$ cat config.mk
export PLATFORM = sky130hd
export DESIGN_NAME = dma_port_regs
export DESIGN_NICKNAME = d
export VERILOG_FILES = /design/src/rtl/dmr_pkg.sv /design/src/rtl/dmr_decode.sv /design/src/rtl/dmr_channel.sv /design/src/rtl/dma_port_regs.sv
export SDC_FILE = /design/constraint.sdc
export NUM_CORES = 1
export LEC_CHECK = 0
export CORE_UTILIZATION = 51
export CTS_BUF_LIST = sky130_fd_sc_hd__clkbuf_8
export DETAILED_ROUTE_END_ITERATION = 8
export GPL_TIMING_DRIVEN = 0
export PLACE_DENSITY = 0.77
export RECOVER_POWER = 25
export SLEW_MARGIN = 20
export SYNTH_ARGS = -nofsm -noshare
export SYNTH_HDL_FRONTEND = slang
export SYNTH_HIERARCHICAL = 1
export SYNTH_SLANG_ARGS = --single-unit
$ cat constraint.sdc
create_clock -name clk -period 2 [get_ports clk]
set_input_delay 0.2 -clock clk [delete_from_list [all_inputs] [get_ports clk]]
set_output_delay 0.2 -clock clk [all_outputs]
set_load 0.02 [all_outputs]
$ cat src/rtl/dmr_pkg.sv
package dmr_pkg;

    typedef enum logic [0:0] {
        CH_IDLE   = 1'b0,
        CH_ACTIVE = 1'b1
    } ch_state_e;

    localparam int unsigned BANK_AW    = 3;
    localparam int unsigned BANK_BYTES = 1 << BANK_AW;
    localparam int unsigned PTR_W      = 32;
    localparam int unsigned PTR_BYTES  = PTR_W / 8;

    localparam logic [BANK_AW-1:0] OFS_CMD  = 3'd0;
    localparam logic [BANK_AW-1:0] OFS_STS  = 3'd2;
    localparam logic [BANK_AW-1:0] OFS_PTR  = 3'd4;

    localparam int unsigned CMD_RUN = 0;
    localparam int unsigned CMD_DIR = 3;
    localparam int unsigned STS_ACT = 0;
    localparam int unsigned STS_ERR = 1;
    localparam int unsigned STS_INT = 2;

    localparam logic [7:0] PTR_LOW_MASK = 8'hFC;

endpackage

$ cat src/rtl/dmr_decode.sv
module dmr_decode
    import dmr_pkg::*;
#(
    parameter  int ADDR_W = 4,
    localparam int CH_W   = ADDR_W - BANK_AW,
    localparam int NUM_CH = 1 << CH_W
) (
    input  logic                        bus_valid,
    input  logic                        bus_we,
    input  logic                        bus_word,
    input  logic [ADDR_W-1:0]           bus_addr,
    input  logic [15:0]                 bus_wdata,
    output logic [NUM_CH-1:0][BANK_BYTES-1:0] wr_be,
    output logic [BANK_BYTES-1:0][7:0]  wr_lane,
    output logic [CH_W-1:0]             rd_ch,
    output logic [BANK_AW-1:0]          rd_lo,
    output logic                        bad_len
);

    logic [BANK_AW-1:0] ofs_lo;
    logic [BANK_AW-1:0] ofs_hi;
    logic [CH_W-1:0]    ch_sel;
    logic               wr_ok;

    always_comb begin
        ofs_lo  = bus_word ? {bus_addr[BANK_AW-1:1], 1'b0} : bus_addr[BANK_AW-1:0];
        ofs_hi  = ofs_lo + 3'd1;
        ch_sel  = bus_addr[ADDR_W-1:BANK_AW];
        bad_len = bus_valid && bus_we && bus_word && (ofs_lo == OFS_STS);
        wr_ok   = bus_valid && bus_we && !bad_len;
        rd_ch   = ch_sel;
        rd_lo   = ofs_lo;
    end

    for (genvar k = 0; k < BANK_BYTES; k++) begin : g_lane
        if (k % 2 == 1) begin : g_odd
            assign wr_lane[k] = bus_word ? bus_wdata[15:8] : bus_wdata[7:0];
        end else begin : g_even
            assign wr_lane[k] = bus_wdata[7:0];
        end
        for (genvar c = 0; c < NUM_CH; c++) begin : g_ch
            assign wr_be[c][k] = wr_ok && (ch_sel == CH_W'(c)) &&
                                 ((ofs_lo == BANK_AW'(k)) ||
                                  (bus_word && (ofs_hi == BANK_AW'(k))));
        end
    end

endmodule

$ cat src/rtl/dmr_channel.sv
module dmr_channel
    import dmr_pkg::*;
(
    input  logic                       clk,
    input  logic                       rst_n,
    input  logic [BANK_BYTES-1:0]      wr_be,
    input  logic [BANK_BYTES-1:0][7:0] wr_lane,
    input  logic                       eng_done,
    input  logic                       eng_err,
    output logic [BANK_BYTES-1:0][7:0] rd_bytes,
    output logic                       start_o,
    output logic                       active_o,
    output logic                       dir_rd_o,
    output logic [PTR_W-1:0]           tbl_ptr_o
);

    ch_state_e        state_q, state_n;
    logic             run_q, dir_q;
    logic [1:0]       sw_q;
    logic             err_q, int_q;
    logic             start_q;
    logic [PTR_W-1:0] ptr_q;

    logic [7:0] cmd_wd, sts_wd;
    logic       cmd_we, sts_we;
    logic       go, halt;
    logic       err_n, int_n;
    logic [1:0] sw_n;
    logic       unused_lanes;

    assign cmd_we = wr_be[OFS_CMD];
    assign sts_we = wr_be[OFS_STS];
    assign cmd_wd = wr_lane[OFS_CMD];
    assign sts_wd = wr_lane[OFS_STS];
    assign go     = cmd_we && cmd_wd[CMD_RUN] && !run_q;
    assign halt   = cmd_we && !cmd_wd[CMD_RUN];

    assign unused_lanes = ^{wr_be[1], wr_be[3], wr_lane[1], wr_lane[3],
                            cmd_wd[7:4], cmd_wd[2:1], sts_wd[7], sts_wd[4:3], sts_wd[0]};

    // next-state logic
    always_comb begin
        state_n = state_q;
        unique case (state_q)
            CH_IDLE:   if (go) state_n = CH_ACTIVE;
            CH_ACTIVE: if (halt || eng_done || eng_err) state_n = CH_IDLE;
        endcase
    end

    // state register
    always_ff @(posedge clk or negedge rst_n) begin
        if (!rst_n) state_q <= CH_IDLE;
        else        state_q <= state_n;
    end

    // status flag next values: software write first, engine setting wins
    always_comb begin
        sw_n  = sw_q;
        err_n = err_q;
        int_n = int_q;
        if (sts_we) begin
            sw_n  = sts_wd[6:5];
            err_n = err_q & ~sts_wd[STS_ERR];
            int_n = int_q & ~sts_wd[STS_INT];
        end
        if (state_q == CH_ACTIVE) begin
            if (eng_err) begin
                err_n = 1'b1;
                int_n = 1'b1;
            end else if (eng_done) begin
                err_n = 1'b0;
                int_n = 1'b1;
            end
        end
    end

    // output and register process
    always_ff @(posedge clk or negedge rst_n) begin
        if (!rst_n) begin
            run_q   <= 1'b0;
            dir_q   <= 1'b0;
            sw_q    <= '0;
            err_q   <= 1'b0;
            int_q   <= 1'b0;
            start_q <= 1'b0;
        end else begin
            if (cmd_we) begin
                run_q <= cmd_wd[CMD_RUN];
                dir_q <= cmd_wd[CMD_DIR];
            end
            sw_q    <= sw_n;
            err_q   <= err_n;
            int_q   <= int_n;
            start_q <= (state_q == CH_IDLE) && go;
        end
    end

    for (genvar b = 0; b < PTR_BYTES; b++) begin : g_ptr
        localparam logic [7:0] MASK = (b == 0) ? PTR_LOW_MASK : 8'hFF;
        always_ff @(posedge clk or negedge rst_n) begin
            if (!rst_n)                   ptr_q[b*8 +: 8] <= '0;
            else if (wr_be[OFS_PTR + b])  ptr_q[b*8 +: 8] <= wr_lane[OFS_PTR + b] & MASK;
        end
        assign rd_bytes[OFS_PTR + b] = ptr_q[b*8 +: 8];
    end

    assign rd_bytes[0] = {4'b0, dir_q, 2'b0, run_q};
    assign rd_bytes[1] = 8'h00;
    assign rd_bytes[2] = {1'b0, sw_q, 2'b0, int_q, err_q, (state_q == CH_ACTIVE)};
    assign rd_bytes[3] = 8'h00;

    assign start_o   = start_q;
    assign active_o  = (state_q == CH_ACTIVE);
    assign dir_rd_o  = dir_q;
    assign tbl_ptr_o = ptr_q;

    AST_START_ONE_SHOT: assert property (@(posedge clk) disable iff (!rst_n)
        start_q |=> !start_q);
    AST_START_IS_ACTIVE: assert property (@(posedge clk) disable iff (!rst_n)
        start_q |-> (state_q == CH_ACTIVE));
    AST_HALT_TO_IDLE: assert property (@(posedge clk) disable iff (!rst_n)
        (state_q == CH_ACTIVE && halt) |=> (state_q == CH_IDLE));
    AST_FINISH_FLAGS: assert property (@(posedge clk) disable iff (!rst_n)
        (state_q == CH_ACTIVE && eng_done && !eng_err) |=> (state_q == CH_IDLE && !err_q && int_q));
    AST_IDLE_EVENT_IGNORED: assert property (@(posedge clk) disable iff (!rst_n)
        (state_q == CH_IDLE && !go && (eng_done || eng_err) && !sts_we) |=> $stable({err_q, int_q, state_q}));
    AST_FAULT_FLAGS: assert property (@(posedge clk) disable iff (!rst_n)
        (state_q == CH_ACTIVE && eng_err) |=> (state_q == CH_IDLE && err_q && int_q));
    AST_SW_BITS_STORED: assert property (@(posedge clk) disable iff (!rst_n)
        sts_we |=> (sw_q == $past(sts_wd[6:5])));
    AST_W1C_ERR: assert property (@(posedge clk) disable iff (!rst_n)
        (sts_we && sts_wd[STS_ERR] && !(state_q == CH_ACTIVE && eng_err)) |=> !err_q);

endmodule

$ cat src/rtl/dma_port_regs.sv
module dma_port_regs
    import dmr_pkg::*;
#(
    parameter  int ADDR_W = 4,
    localparam int CH_W   = ADDR_W - BANK_AW,
    localparam int NUM_CH = 1 << CH_W
) (
    input  logic                    clk,
    input  logic                    rst_n,
    input  logic                    bus_valid,
    input  logic                    bus_we,
    input  logic                    bus_word,
    input  logic [ADDR_W-1:0]       bus_addr,
    input  logic [15:0]             bus_wdata,
    output logic [15:0]             bus_rdata,
    output logic                    bus_err,
    input  logic [NUM_CH-1:0]       eng_done,
    input  logic [NUM_CH-1:0]       eng_err,
    output logic [NUM_CH-1:0]       dma_start,
    output logic [NUM_CH-1:0]       dma_active,
    output logic [NUM_CH-1:0]       dma_dir_rd,
    output logic [NUM_CH*PTR_W-1:0] dma_tbl_ptr
);

    logic [NUM_CH-1:0][BANK_BYTES-1:0] wr_be;
    logic [BANK_BYTES-1:0][7:0]        wr_lane;
    logic [CH_W-1:0]                   rd_ch;
    logic [BANK_AW-1:0]                rd_lo;
    logic [BANK_AW-1:0]                rd_hi;
    logic                              bad_len;
    logic [BANK_BYTES-1:0][7:0]        ch_bytes [NUM_CH];
    logic [NUM_CH*8-1:0]               sts_flat;

    dmr_decode #(.ADDR_W(ADDR_W)) u_decode (
        .bus_valid (bus_valid),
        .bus_we    (bus_we),
        .bus_word  (bus_word),
        .bus_addr  (bus_addr),
        .bus_wdata (bus_wdata),
        .wr_be     (wr_be),
        .wr_lane   (wr_lane),
        .rd_ch     (rd_ch),
        .rd_lo     (rd_lo),
        .bad_len   (bad_len)
    );

    for (genvar c = 0; c < NUM_CH; c++) begin : g_chan
        dmr_channel u_chan (
            .clk       (clk),
            .rst_n     (rst_n),
            .wr_be     (wr_be[c]),
            .wr_lane   (wr_lane),
            .eng_done  (eng_done[c]),
            .eng_err   (eng_err[c]),
            .rd_bytes  (ch_bytes[c]),
            .start_o   (dma_start[c]),
            .active_o  (dma_active[c]),
            .dir_rd_o  (dma_dir_rd[c]),
            .tbl_ptr_o (dma_tbl_ptr[c*PTR_W +: PTR_W])
        );
        assign sts_flat[c*8 +: 8] = ch_bytes[c][OFS_STS];
    end

    assign rd_hi   = rd_lo + 3'd1;
    assign bus_err = bad_len;

    always_comb begin
        bus_rdata = '0;
        if (bus_valid && !bus_we) begin
            bus_rdata[7:0] = ch_bytes[rd_ch][rd_lo];
            if (bus_word) bus_rdata[15:8] = ch_bytes[rd_ch][rd_hi];
        end
    end

    AST_BAD_LEN_NO_EFFECT: assert property (@(posedge clk) disable iff (!rst_n)
        (bus_err && eng_done == '0 && eng_err == '0) |=>
        ($stable(sts_flat) && $stable(dma_tbl_ptr) && $stable(dma_active) && $stable(dma_dir_rd)));
    AST_ERR_ONLY_ON_WRITE: assert property (@(posedge clk) disable iff (!rst_n)
        bus_err |-> (bus_valid && bus_we && bus_word));

endmodule

==> results of run 1 <==
path summary, 6_finish.rpt:
| check | end | slack (ns) | cells after the start |
|---|---|---|---|
| max | bus_rdata[8] | -0.27 | 4 |
| min | g_chan[0].u_chan/err_q | 0.48 | 2 |
| max reg2reg | g_chan[1].u_chan/rd_bytes[46] | 0.95 | 3 |
| min reg2reg | g_chan[0].u_chan/sw_q[0] | 0.56 | 1 |
| max in group asynchronous | g_chan[0].u_chan/rd_bytes[40] | 0.32 | 3 |
| min in group asynchronous | g_chan[0].u_chan/rd_bytes[57] | 0.57 | 2 |
worst max-delay path, delay by kind of cell (launching register included):
kind                   cells  cell delay (ns)
buffers and inverters      1             0.13
DFF                        1             0.43
muxes                      2             0.99
and+or+nand+nor            1             0.14
registers in the layout, summed over array words and instances (netlist names):
name                    flops
g_chan.u_chan/start_o       2
g_chan.u_chan/dir_rd_o      2
g_chan.u_chan/int_q         2
g_chan.u_chan/rd_bytes     60
g_chan.u_chan/active_o      2
g_chan.u_chan/err_q         2
g_chan.u_chan/run_q         2
g_chan.u_chan/sw_q          4
area by class of cell:
type                    instances  area (um2)  share of cell area
repair buffers                173        1710               0.181
clock buffers                  10         138              0.0146
clock inverters                 6        71.3             0.00757
well taps                     172         215              0.0229
plain buffers                 190        1640               0.174
flip-flops and latches         76        1910               0.202
multi-input cells             317        3710               0.394
inverters                       5        23.8             0.00252
layer usage:
metal / up-vias / share of wire / GRT usage / routed length (um)
li1: 2249 / - / - / -
met1: 2591 / 0.39 / 0.380 / 7850
met2: 252 / 0.49 / 0.519 / 9840
met3: 65 / 0.067 / 0.0732 / 1350
met4: 0 / 0.055 / 0.154 / 1100
met5: - / 0 / 0 / 0
where the power goes:
part	switching [mW]	total [mW]	internal, mW
clock	0.664	1.29	0.624
sequential	0.402	2.31	1.91
combinational	1.57	3.94	2.37
total	2.63	7.54	4.90
stage by stage:
step / std cells / setup TNS [ns]
2_1_floorplan: 600 / -0.00141
3_3_place_gp: 883 / -197.74
3_5_place_dp: 884 / -58.14
4_1_cts: 930 / -0.682
5_1_grt: 949 / -1.13
6_report: 949 / -0.585
repair_timing:
action / 4_1_cts / 5_1_grt
endpoints found under the setup margin: 62 / 16
pin swaps: 15 / 7
resized for setup: 201 / 19
hold buffers: 1 / 0
hold endpoints to repair: 18 / 0
buffers inserted: 31 / 24
gates cloned: 6 / 0
layout by cell type, fill, tap and decap left out, drive strengths merged, types with 3 or more instances in the layout:
cell / count
a311oi: 3
buf: 263
nand2b: 5
nor2: 8
nor4: 4
dfrtp: 76
inv: 7
mux2: 80
ha: 3
clkbuf: 18
a211oi: 7
conb: 58
o22ai: 8
a221oi: 4
mux2i: 31
nand2: 13
clkdlybuf4s50: 89
mux4: 61
nor2b: 6
nor3: 5
==> out/metrics.sh, run 1 <==
WORSTREG2REGSTART='g_chan[1].u_chan/rd_bytes[46]'
WORST_SETUP_PATH_STARTPOINT='g_chan[1].u_chan/rd_bytes[48]'
POST_SYNTH_INSTANCE_AREA_UM2=6660
GRT_RESOURCE_USAGE_TOTAL=0.311
FLOORPLAN.DIE.HEIGHT_UM=116
PLACE.GP.CONGESTION=0.837
STATUS='complete, but fails checks'
INSERTED_CLOCK_BUFFERS=9
ANTENNA_CELLS=0
SLEW_HEADROOM=0.234
WORST_PIN_SLEW_NS=1.15
PERIOD_NEEDED_NS=2.27
FILL_CELLS=817
WORST-SETUP-PATH-TYPE='flop to output pin'
DP_HPWL_UM=13400
PWR_DENSITY_CELL_nW_PER_UM2=800
GRT_PASS1_VIAS=5415
CTS_NUM_SINKS=76
CLOCK_INSERTION_DELAY_AT_THE_LATER_PIN_OF_THE_SKEW_REPORT_NS=0.37
FIN_TOTAL_PWR_mW=7.54
VIAS_PER_CELL=5.43
TIMING.CRITICAL_PATH.FANOUT_MAX=4
SYNTH_CELLS=544
CRIT_PATH_SETUP_SLACK_LAYOUT_NS=-0.268
FMAX_GHz=0.441
FLOW.AREA_GROWTH_FROM_SYNTHESIS_PCT=41.5
SETUP_VIOL_COUNT_FINAL=11
SYN_AVG_CELL_AREA_UM2=12.2
FINISHED_LAYOUT_CELL_AREA_UM2=9420
GRT_SETUP_UNREPAIRED='true'
LAYOUT-DRIVE-GT1-SHARE=0.606
MIN_FROM='eng_err[0]'
CRITICAL-PATH-SLOWEST-CELL='sky130_fd_sc_hd__mux4_2'
DESIGN.PORTCOUNT=116
ROUTED_WL_UM=20100
CLK_PIN_SLEW_NS=0.09
FIN_WORST_SKEW_NS=0.00245
CRIT_CHAIN='mux4_2 -> mux4_2 -> nor2b_4 -> buf_6'
CPPEAKSTAGEDELAY_NS=0.50
CRITPATHARRIVALTIME_NS=2.07
FIN_UTIL=0.743
VIOLATIONS='setup timing'
ROUTED_LENGTH_PER_PLACED_INSTANCE_UM=21.2
DRT_ITER0_MARKERS=386
NUM-NETS-FINAL=804
GRT_FIRST_PASS_WIRELENGTH_UM=30000
NUMBER_OF_ANTENNA_VIOLATING_NETS_IN_THE_ROUTED_DESIGN=0
DR_TOTAL_VIAS=5157
POST_DP_CELL_AREA_UM2=8260
WORST_PATH_REQUIRED_TIME_NS=1.80
PLACE_WORST_SETUP_SLACK_NS=-1.61
PATH_COMMON_CELL='sky130_fd_sc_hd__mux4_2'
CRIT_PATH_START_KIND='flop'
MAX_CAP_VIOL_COUNT=0
START_UTIL=0.525
CTS_MAX_LEVEL=3
FINALCRITPERIODSHARE=1.13
TIMING.FINAL.MAX_SLEW_VIOLATIONS=0
TOTAL_OVERFLOW_REPORTED_BY_THE_GLOBAL_ROUTER=0
DIE_AREA_UM2=13500
BUFFER_PORTS.INSERTED=111
TIMING.HOLD.WORST.CLASS='input port to flop'
SETUP.WORST_PATH.END_CLASS='output pin'
ANTENNA_FOUND_INITIAL=0
ROWS=41
MAXIMUM_NUMBER_OF_PINS_ON_ONE_NET_BEFORE_GLOBAL_ROUTE_REPAIR=59
DETAILEDROUTE.FIRSTPASSITERATIONCOUNT=6
CTS-ROOT-TO-SINK-BUFFERS=2
CTS_TREE='yes'
VDD_IR_DROP_MAX_mV=0.635
TIMING.HOLD.WS_NS=0.475
POWER.STATIC_LEAKAGE_nW=4.22
CLOCK-ROOT-BUFFER='sky130_fd_sc_hd__clkbuf_8'
FINAL_HOLD_VIOL_COUNT=0
REMAINING_DRC_ERRORS=0
YOSYS_WARNINGS=6
DIE_W_UM=116
FP.COREAREA_UM2=12700
Note: power is estimated with default switching activity, not from simulation.
==> inputs of run 2 (changes only) <==
Settings changed: ABC_AREA from default to 1.
Clock period 2 ns to 1.9 ns, I/O delays scaled along.
==> out/metrics.sh, run 2 <==
CRITPATHARRIVALTIME_NS=1.70  # -0.37 ns
ROUTED_WL_UM=23200  # +15%
FINALCRITPERIODSHARE=0.994
DIE_W_UM=117  # +0.64%
PATH_COMMON_CELL='sky130_fd_sc_hd__nand3_1'
MET1WIRELENGTH_UM=9990  # +27%
GRT_PASS1_VIAS=6524  # +20%
ROWS=41  # unchanged
CTS_NUM_SINKS=76  # unchanged
DR_WL_MET3_UM=2100  # +55%
GRT_FIRST_PASS_WIRELENGTH_UM=35300  # +17%
TIMING.HOLD.WS_NS=0.320  # -0.155 ns
YOSYS_WARNINGS=6  # unchanged
VDD_IR_DROP_MAX_mV=0.634  # about the same
LAYOUT-DRIVE-GT1-SHARE=0.251  # -0.356
FILL_CELLS=1175  # +44%
FLOORPLAN.DIE.HEIGHT_UM=117  # +0.64%
SETUP.WORST_PATH.END_CLASS='output pin'
WORST_PATH_REQUIRED_TIME_NS=1.71  # -0.09 ns
PWR_DENSITY_CELL_nW_PER_UM2=843  # +5.3%
BUFFER_PORTS.INSERTED=111  # unchanged
GRT_RESOURCE_USAGE_TOTAL=0.356  # +0.0449
MOSTFREQUENTLAYOUTCELL='sky130_fd_sc_hd__nand2_1'
LARGEST_REG_FLOPS=60  # unchanged
CRIT_PATH_START_KIND='input port'
NUMBER_OF_ANTENNA_VIOLATING_NETS_IN_THE_ROUTED_DESIGN=0  # unchanged
TIMING.HOLD.WORST.CLASS='input port to flop'
TOTAL_OVERFLOW_REPORTED_BY_THE_GLOBAL_ROUTER=0  # unchanged
DESIGN.PORTCOUNT=116  # unchanged
DP_HPWL_UM=17800  # +33%
FMAX_GHz=0.529
CRITICAL_PATH_BUF_INV_COUNT=7  # +6
CLOCK_INSERTION_DELAY_AT_THE_LATER_PIN_OF_THE_SKEW_REPORT_NS=0.38  # about the same
CLOCK-ROOT-BUFFER='sky130_fd_sc_hd__clkbuf_8'
CTS-ROOT-TO-SINK-BUFFERS=2  # unchanged
CRITICAL-PATH-SLOWEST-CELL='sky130_fd_sc_hd__nor2_4'
GRT_SETUP_UNREPAIRED='true'
CLK_PIN_SLEW_NS=0.08  # about the same
NUM-NETS-FINAL=1256  # +56%
ROUTED_LENGTH_PER_PLACED_INSTANCE_UM=16.6  # -22%
CRIT_CHAIN='buf_4 -> buf_6 -> nor2_4 -> buf_6 -> inv_2 -> buf_8 -> buf_12 -> nand3_1 -> nand3_1 -> nand3_1 -> nand2_1 -> nor2_1 -> buf_4'
SYNTH_CELLS=1036  # +90%
ANTENNA_FOUND_INITIAL=0  # unchanged
MULTI_INPUT_COMB_AREA_UM2=3270  # -12%
WORST-SETUP-PATH-TYPE='input port to output pin'
MET2ROUTEDLENGTH_UM=10100  # +2.2%
CTS_MAX_LEVEL=3  # unchanged
FLOW.AREA_GROWTH_FROM_SYNTHESIS_PCT=31.0
DIE_AREA_UM2=13700  # +1.3%
DR.MAX_LAYER_USED='met4'
MAX_CAP_VIOL_COUNT=0  # unchanged
START_UTIL=0.528  # +0.00264
FIN_UTIL=0.691  # -0.0518
ANTENNA_CELLS=0  # unchanged
FIN_WORST_SKEW_NS=0.00863  # +0.00618 ns
INSERTED_CLOCK_BUFFERS=9  # unchanged
MAXIMUM_NUMBER_OF_PINS_ON_ONE_NET_BEFORE_GLOBAL_ROUTE_REPAIR=56  # -5.1%
WORST_PIN_SLEW_NS=1.36  # +0.210 ns
PERIOD_NEEDED_NS=1.89
SETUP_VIOL_COUNT_FINAL=0  # -11
FP.COREAREA_UM2=12800  # +0.81%
PLACE.GP.CONGESTION=0.962  # +15%
SETUP-TNS-FINAL_NS=0  # +0.585 ns
REMAINING_DRC_ERRORS=0  # unchanged
SLEW_HEADROOM=0.0935  # -0.140
FIN_TOTAL_PWR_mW=7.44  # -1.3%
TIMING.CRITICAL_PATH.FANOUT_MAX=10  # +6
VIAS_PER_CELL=5.07  # -6.6%
DRT_ITER0_MARKERS=768  # +99%
CPPEAKSTAGEDELAY_NS=0.15  # -0.35 ns
SYN_AVG_CELL_AREA_UM2=6.51  # -47%
FINAL-SEQ-AREA_UM2=1900  # about the same
TIMING.FINAL.MAX_SLEW_VIOLATIONS=0  # unchanged
POWER.STATIC_LEAKAGE_nW=4.64  # +9.9%
DR_TOTAL_VIAS=7108  # +38%
STATUS='completed'
FINAL_HOLD_VIOL_COUNT=0  # unchanged
DETAILEDROUTE.FIRSTPASSITERATIONCOUNT=6  # unchanged
CTS_TREE='yes'
WORST_PATH_DOMINANT_CELL_FAMILY='buffers and inverters'
POST_SYNTH_INSTANCE_AREA_UM2=6740  # +1.3%
LAYOUT.CELLS.MOST_COMMON_LIST='sky130_fd_sc_hd__nand2_1, sky130_fd_sc_hd__buf_4, sky130_fd_sc_hd__nand3_1, sky130_fd_sc_hd__clkdlybuf4s50_1, sky130_fd_sc_hd__inv_1'
[run 2: cell count changes in the layout (fill, tap and decap cells not counted), sizes merged, moves of 61 or more]
cell	delta
inv	+80
nand2	+296
nor2	+76
mux2	-80
mux4	-61
o21ai	+67
nand3	+183
[run 2: cell type report]
cell class                 count  area share
buffer                       211       0.193
clock buffer                   9      0.0140
inverter                      89      0.0401
timing repair buffer         121       0.134
multi-input combinational    716       0.371
tap                          172      0.0244
sequential                    76       0.216
clock inverter                 7     0.00779
[run 2: worst min-delay path: cells and delay by family]
kind                   cells  cell delay (ns)
buffers and inverters      1             0.15
AND/OR/NAND/NOR            4             0.33
[run 2: worst paths after layout]
path / from / endpoint / slack [ns] / cells past startpoint
min: bus_addr[3] / g_chan[1].u_chan/dir_rd_o / 0.32 / 5
min in group asynchronous: rst_n / g_chan[0].u_chan/rd_bytes[53] / 0.64 / 2
min reg2reg: g_chan[0].u_chan/int_q / g_chan[0].u_chan/int_q / 0.50 / 2
max reg2reg: g_chan[0].u_chan/active_o / g_chan[0].u_chan/active_o / 1.11 / 3
max: bus_word / bus_rdata[6] / 0.01 / 13
max in group asynchronous: rst_n / g_chan[0].u_chan/rd_bytes[40] / 0.35 / 3
[run 2: per-stage QoR]
stage               std cells  instance area, um2  worst slack [ns]
floorplan                1092                6950            0.0476
global placement         1375                8280             -2.02
detailed placement       1376                8300             -1.39
CTS                      1400                8680           0.00242
global route             1401                8830           -0.0659
finish                   1401                8830            0.0107
[run 2: metal layers]
metal,up-vias,GRT usage
li1,3425,-
met1,3241,0.494
met2,379,0.530
met3,63,0.0644
met4,0,0.186
met5,-,0
[run 2: where the power goes]
part / internal [mW] / switching, mW
clock: 0.598 / 0.665
sequential: 2.04 / 0.466
combinational: 1.84 / 1.82
total: 4.49 / 2.96
[run 2: what timing repair did]
item                                   CTS  global route
buffers inserted                         6             1
gates resized for setup                147            46
endpoints found under the hold margin   21             0
hold buffers                             1             0
setup endpoints to repair               49            25
pin swaps                                5             5
cloned                                   1             0
==> inputs of run 3 (changes only) <==
Settings changed: CORE_MARGIN from default to 3.
==> out/metrics.sh, run 3 (same netlist as run 2, synthesis figures left out) <==
ROWS=41  # unchanged
SETUP.WORST_PATH.END_CLASS='output pin'
FINAL_HOLD_VIOL_COUNT=0  # unchanged
DESIGN.PORTCOUNT=116  # unchanged
P_SWITCHING_mW=2.92  # -1.3%
CTS_TREE='yes'
NUMBER_OF_ANTENNA_VIOLATING_NETS_IN_THE_ROUTED_DESIGN=0  # unchanged
ANTENNA_FOUND_INITIAL=0  # unchanged
SLEW_HEADROOM=0.540  # +0.446
LAYOUT.CELLS.MOST_COMMON_LIST='sky130_fd_sc_hd__nand2_1, sky130_fd_sc_hd__buf_4, sky130_fd_sc_hd__nand3_1, sky130_fd_sc_hd__clkdlybuf4s50_1, sky130_fd_sc_hd__inv_1'
VIAS_PER_CELL=5.07  # -0.15%
MAXIMUM_NUMBER_OF_PINS_ON_ONE_NET_BEFORE_GLOBAL_ROUTE_REPAIR=52  # -7.1%
GRT_PASS1_VIAS=6677  # +2.3%
DP_HPWL_UM=17400  # -2.3%
FP.COREAREA_UM2=12800  # unchanged
DR_TOTAL_VIAS=7128  # +0.28%
DRT_ITER0_MARKERS=724  # -5.7%
ANTENNA_CELLS=0  # unchanged
FIN_UTIL=0.698  # +0.00686
PWR-SHARE-SEQ=0.331  # -0.006
POWER_FRAC_CLOCK=0.182  # +0.012
TOTAL_OVERFLOW_REPORTED_BY_THE_GLOBAL_ROUTER=0  # unchanged
WORST-SETUP-PATH-TYPE='input port to output pin'
REMAINING_DRC_ERRORS=0  # unchanged
WORSTREG2REGSTART='g_chan[1].u_chan/active_o'
BUFFER_PORTS.INSERTED=111  # unchanged
POWER.STATIC_LEAKAGE_nW=4.72  # +1.6%
MOSTFREQUENTLAYOUTCELL='sky130_fd_sc_hd__nand2_1'
TIMING.CRITICAL_PATH.FANOUT_MAX=7  # -3
FLOORPLAN.DIE.HEIGHT_UM=121  # +3.4%
CLOCK_INSERTION_DELAY_AT_THE_LATER_PIN_OF_THE_SKEW_REPORT_NS=0.38  # about the same
VIOLATIONS='setup timing'
GRT_SETUP_UNREPAIRED='true'
FIN_TOTAL_PWR_mW=7.55  # +1.4%
FLOW.AREA_GROWTH_FROM_SYNTHESIS_PCT=32.3
SETUP_VIOL_COUNT_FINAL=2  # +2
CTS_NUM_SINKS=76  # unchanged
GRT_RESOURCE_USAGE_TOTAL=0.312  # -0.0444
PLACE.GP.CONGESTION=1.04  # +7.6%
SWITCHING_SHARE=0.387  # -0.0106
FINALCRITPERIODSHARE=1.02  # +0.0294
LAYOUT-DRIVE-GT1-SHARE=0.253  # +0.00283
CRIT_PATH_START_KIND='input port'
WORST_SETUP_PATH_STARTPOINT='bus_word'
MAX_CAP_VIOL_COUNT=0  # unchanged
GRT_FIRST_PASS_WIRELENGTH_UM=34800  # -1.2%
CRITPATHARRIVALTIME_NS=1.76  # +0.06 ns
WORST_PATH_REQUIRED_TIME_NS=1.71  # about the same
PERIOD_NEEDED_NS=1.95  # +0.0558 ns
PWR_DENSITY_CELL_nW_PER_UM2=846  # +0.45%
FMAX_GHz=0.514  # -2.9%
CRIT_PATH_SETUP_SLACK_LAYOUT_NS=-0.0451  # -0.0558 ns
INSERTED_CLOCK_BUFFERS=9  # unchanged
WORST_PIN_SLEW_NS=0.691  # -0.669 ns
DETAILEDROUTE.FIRSTPASSITERATIONCOUNT=5  # -1
CTS-ROOT-TO-SINK-BUFFERS=2  # unchanged
P_INT_mW=4.63  # +3.2%
ROUTED_WL_UM=22600  # -2.5%
VDD_IR_DROP_MAX_mV=0.512  # -19%
STATUS='complete, but fails checks'
DIE_AREA_UM2=14600  # +7.0%
START_UTIL=0.528  # unchanged
ROUTED_LENGTH_PER_PLACED_INSTANCE_UM=16.1  # -3.0%
TIMING.HOLD.WORST.CLASS='input port to flop'
FILL_CELLS=1121  # -4.6%
DIE_W_UM=121  # +3.4%
MIN_FROM='bus_addr[3]'
CLOCK-ROOT-BUFFER='sky130_fd_sc_hd__clkbuf_8'
PLACE_WORST_SETUP_SLACK_NS=-1.42  # -0.0294 ns
CTS_MAX_LEVEL=3  # unchanged
TIMING.FINAL.MAX_SLEW_VIOLATIONS=0  # unchanged
FIN_WORST_SKEW_NS=0.00205  # -0.00659 ns
CLK_PIN_SLEW_NS=0.08  # about the same
LARGEST_REG_FLOPS=60  # unchanged
NUM-NETS-FINAL=1262  # +0.48%
P_COMB_FRAC=0.487  # -0.006
[run 3: changes by cell type in the layout (fill, tap and decap cells not counted), sizes merged]
cell | before | now
clkbuf | 13 | 18
clkinvlp | 6 | 3
buf | 237 | 238
bufinv | 1 | 2
clkinv | 2 | 3
inv | 87 | 88
[run 3: critical path, cell delays in order]
cell and delay, ns:
sky130_fd_sc_hd__buf_4 0.13, sky130_fd_sc_hd__buf_6 0.12, sky130_fd_sc_hd__nor2_4 0.15, sky130_fd_sc_hd__buf_6 0.17, sky130_fd_sc_hd__inv_6 0.06, sky130_fd_sc_hd__buf_8 0.14
sky130_fd_sc_hd__buf_12 0.14, sky130_fd_sc_hd__nand3_1 0.10, sky130_fd_sc_hd__nand3_1 0.10, sky130_fd_sc_hd__nand3_1 0.10, sky130_fd_sc_hd__nand2_1 0.07, sky130_fd_sc_hd__nor2_2 0.16
sky130_fd_sc_hd__buf_6 0.14
[run 3: what timing repair did]
item,CTS,global route
pin swaps,5,8
hold buffers,1,0
endpoints found under the hold margin,25,0
gates resized for setup,130,60
endpoints found under the setup margin,49,29
cloned,1,2
buffers inserted,8,5
[run 3: metal layers]
metal  vias to the layer above  wire [um]  GRT usage
met1                      3265       9420      0.422
met5                         -          0          0
li1                       3445          -          -
met2                       351      10000      0.474
met4                         0        932      0.140
met3                        67       2230     0.0727
[run 3: power by group through the flow]
stage                     clock network (mW)  registers (mW)  logic [mW]
after floorplan                            0            2.33        2.27
after global placement                     0            2.54        3.43
after detailed placement                   0            2.53        3.49
after CTS                               1.39            2.51        3.57
after global routing                    1.47            2.55        3.97
final                                   1.37            2.50        3.67
[run 3: area by class of cell]
type | instances | area, um2 | share of cell area
clock inverters | 7 | 92.6 | 0.0104
multi-input cells | 716 | 3280 | 0.367
well taps | 172 | 215 | 0.0241
flip-flops and latches | 76 | 1910 | 0.214
plain buffers | 209 | 1690 | 0.190
clock buffers | 9 | 124 | 0.0139
inverters | 89 | 355 | 0.0398
repair buffers | 129 | 1260 | 0.141
[run 3: metrics by stage]
stage	hold WS, ns	instance area, um2	setup TNS, ns	instances
after detailed placement	0.132	8300	-36.57	1376
after floorplan	-0.106	6950	0	1092
final	0.331	8920	-0.0564	1407
after global routing	0.340	8920	-0.168	1407
after CTS	0.270	8680	-0.00768	1402
after global placement	0.467	8280	-184.27	1375
[run 3: final timing paths]
| check | to | slack (ns) | cells after the start |
|---|---|---|---|
| max in group asynchronous | g_chan[1].u_chan/dir_rd_o | 0.30 | 3 |
| min in group asynchronous | g_chan[1].u_chan/rd_bytes[46] | 0.36 | 2 |
| max reg2reg | g_chan[1].u_chan/active_o | 0.99 | 4 |
| min | g_chan[1].u_chan/dir_rd_o | 0.33 | 5 |
| min reg2reg | g_chan[0].u_chan/int_q | 0.49 | 2 |
| max | bus_rdata[0] | -0.05 | 13 |
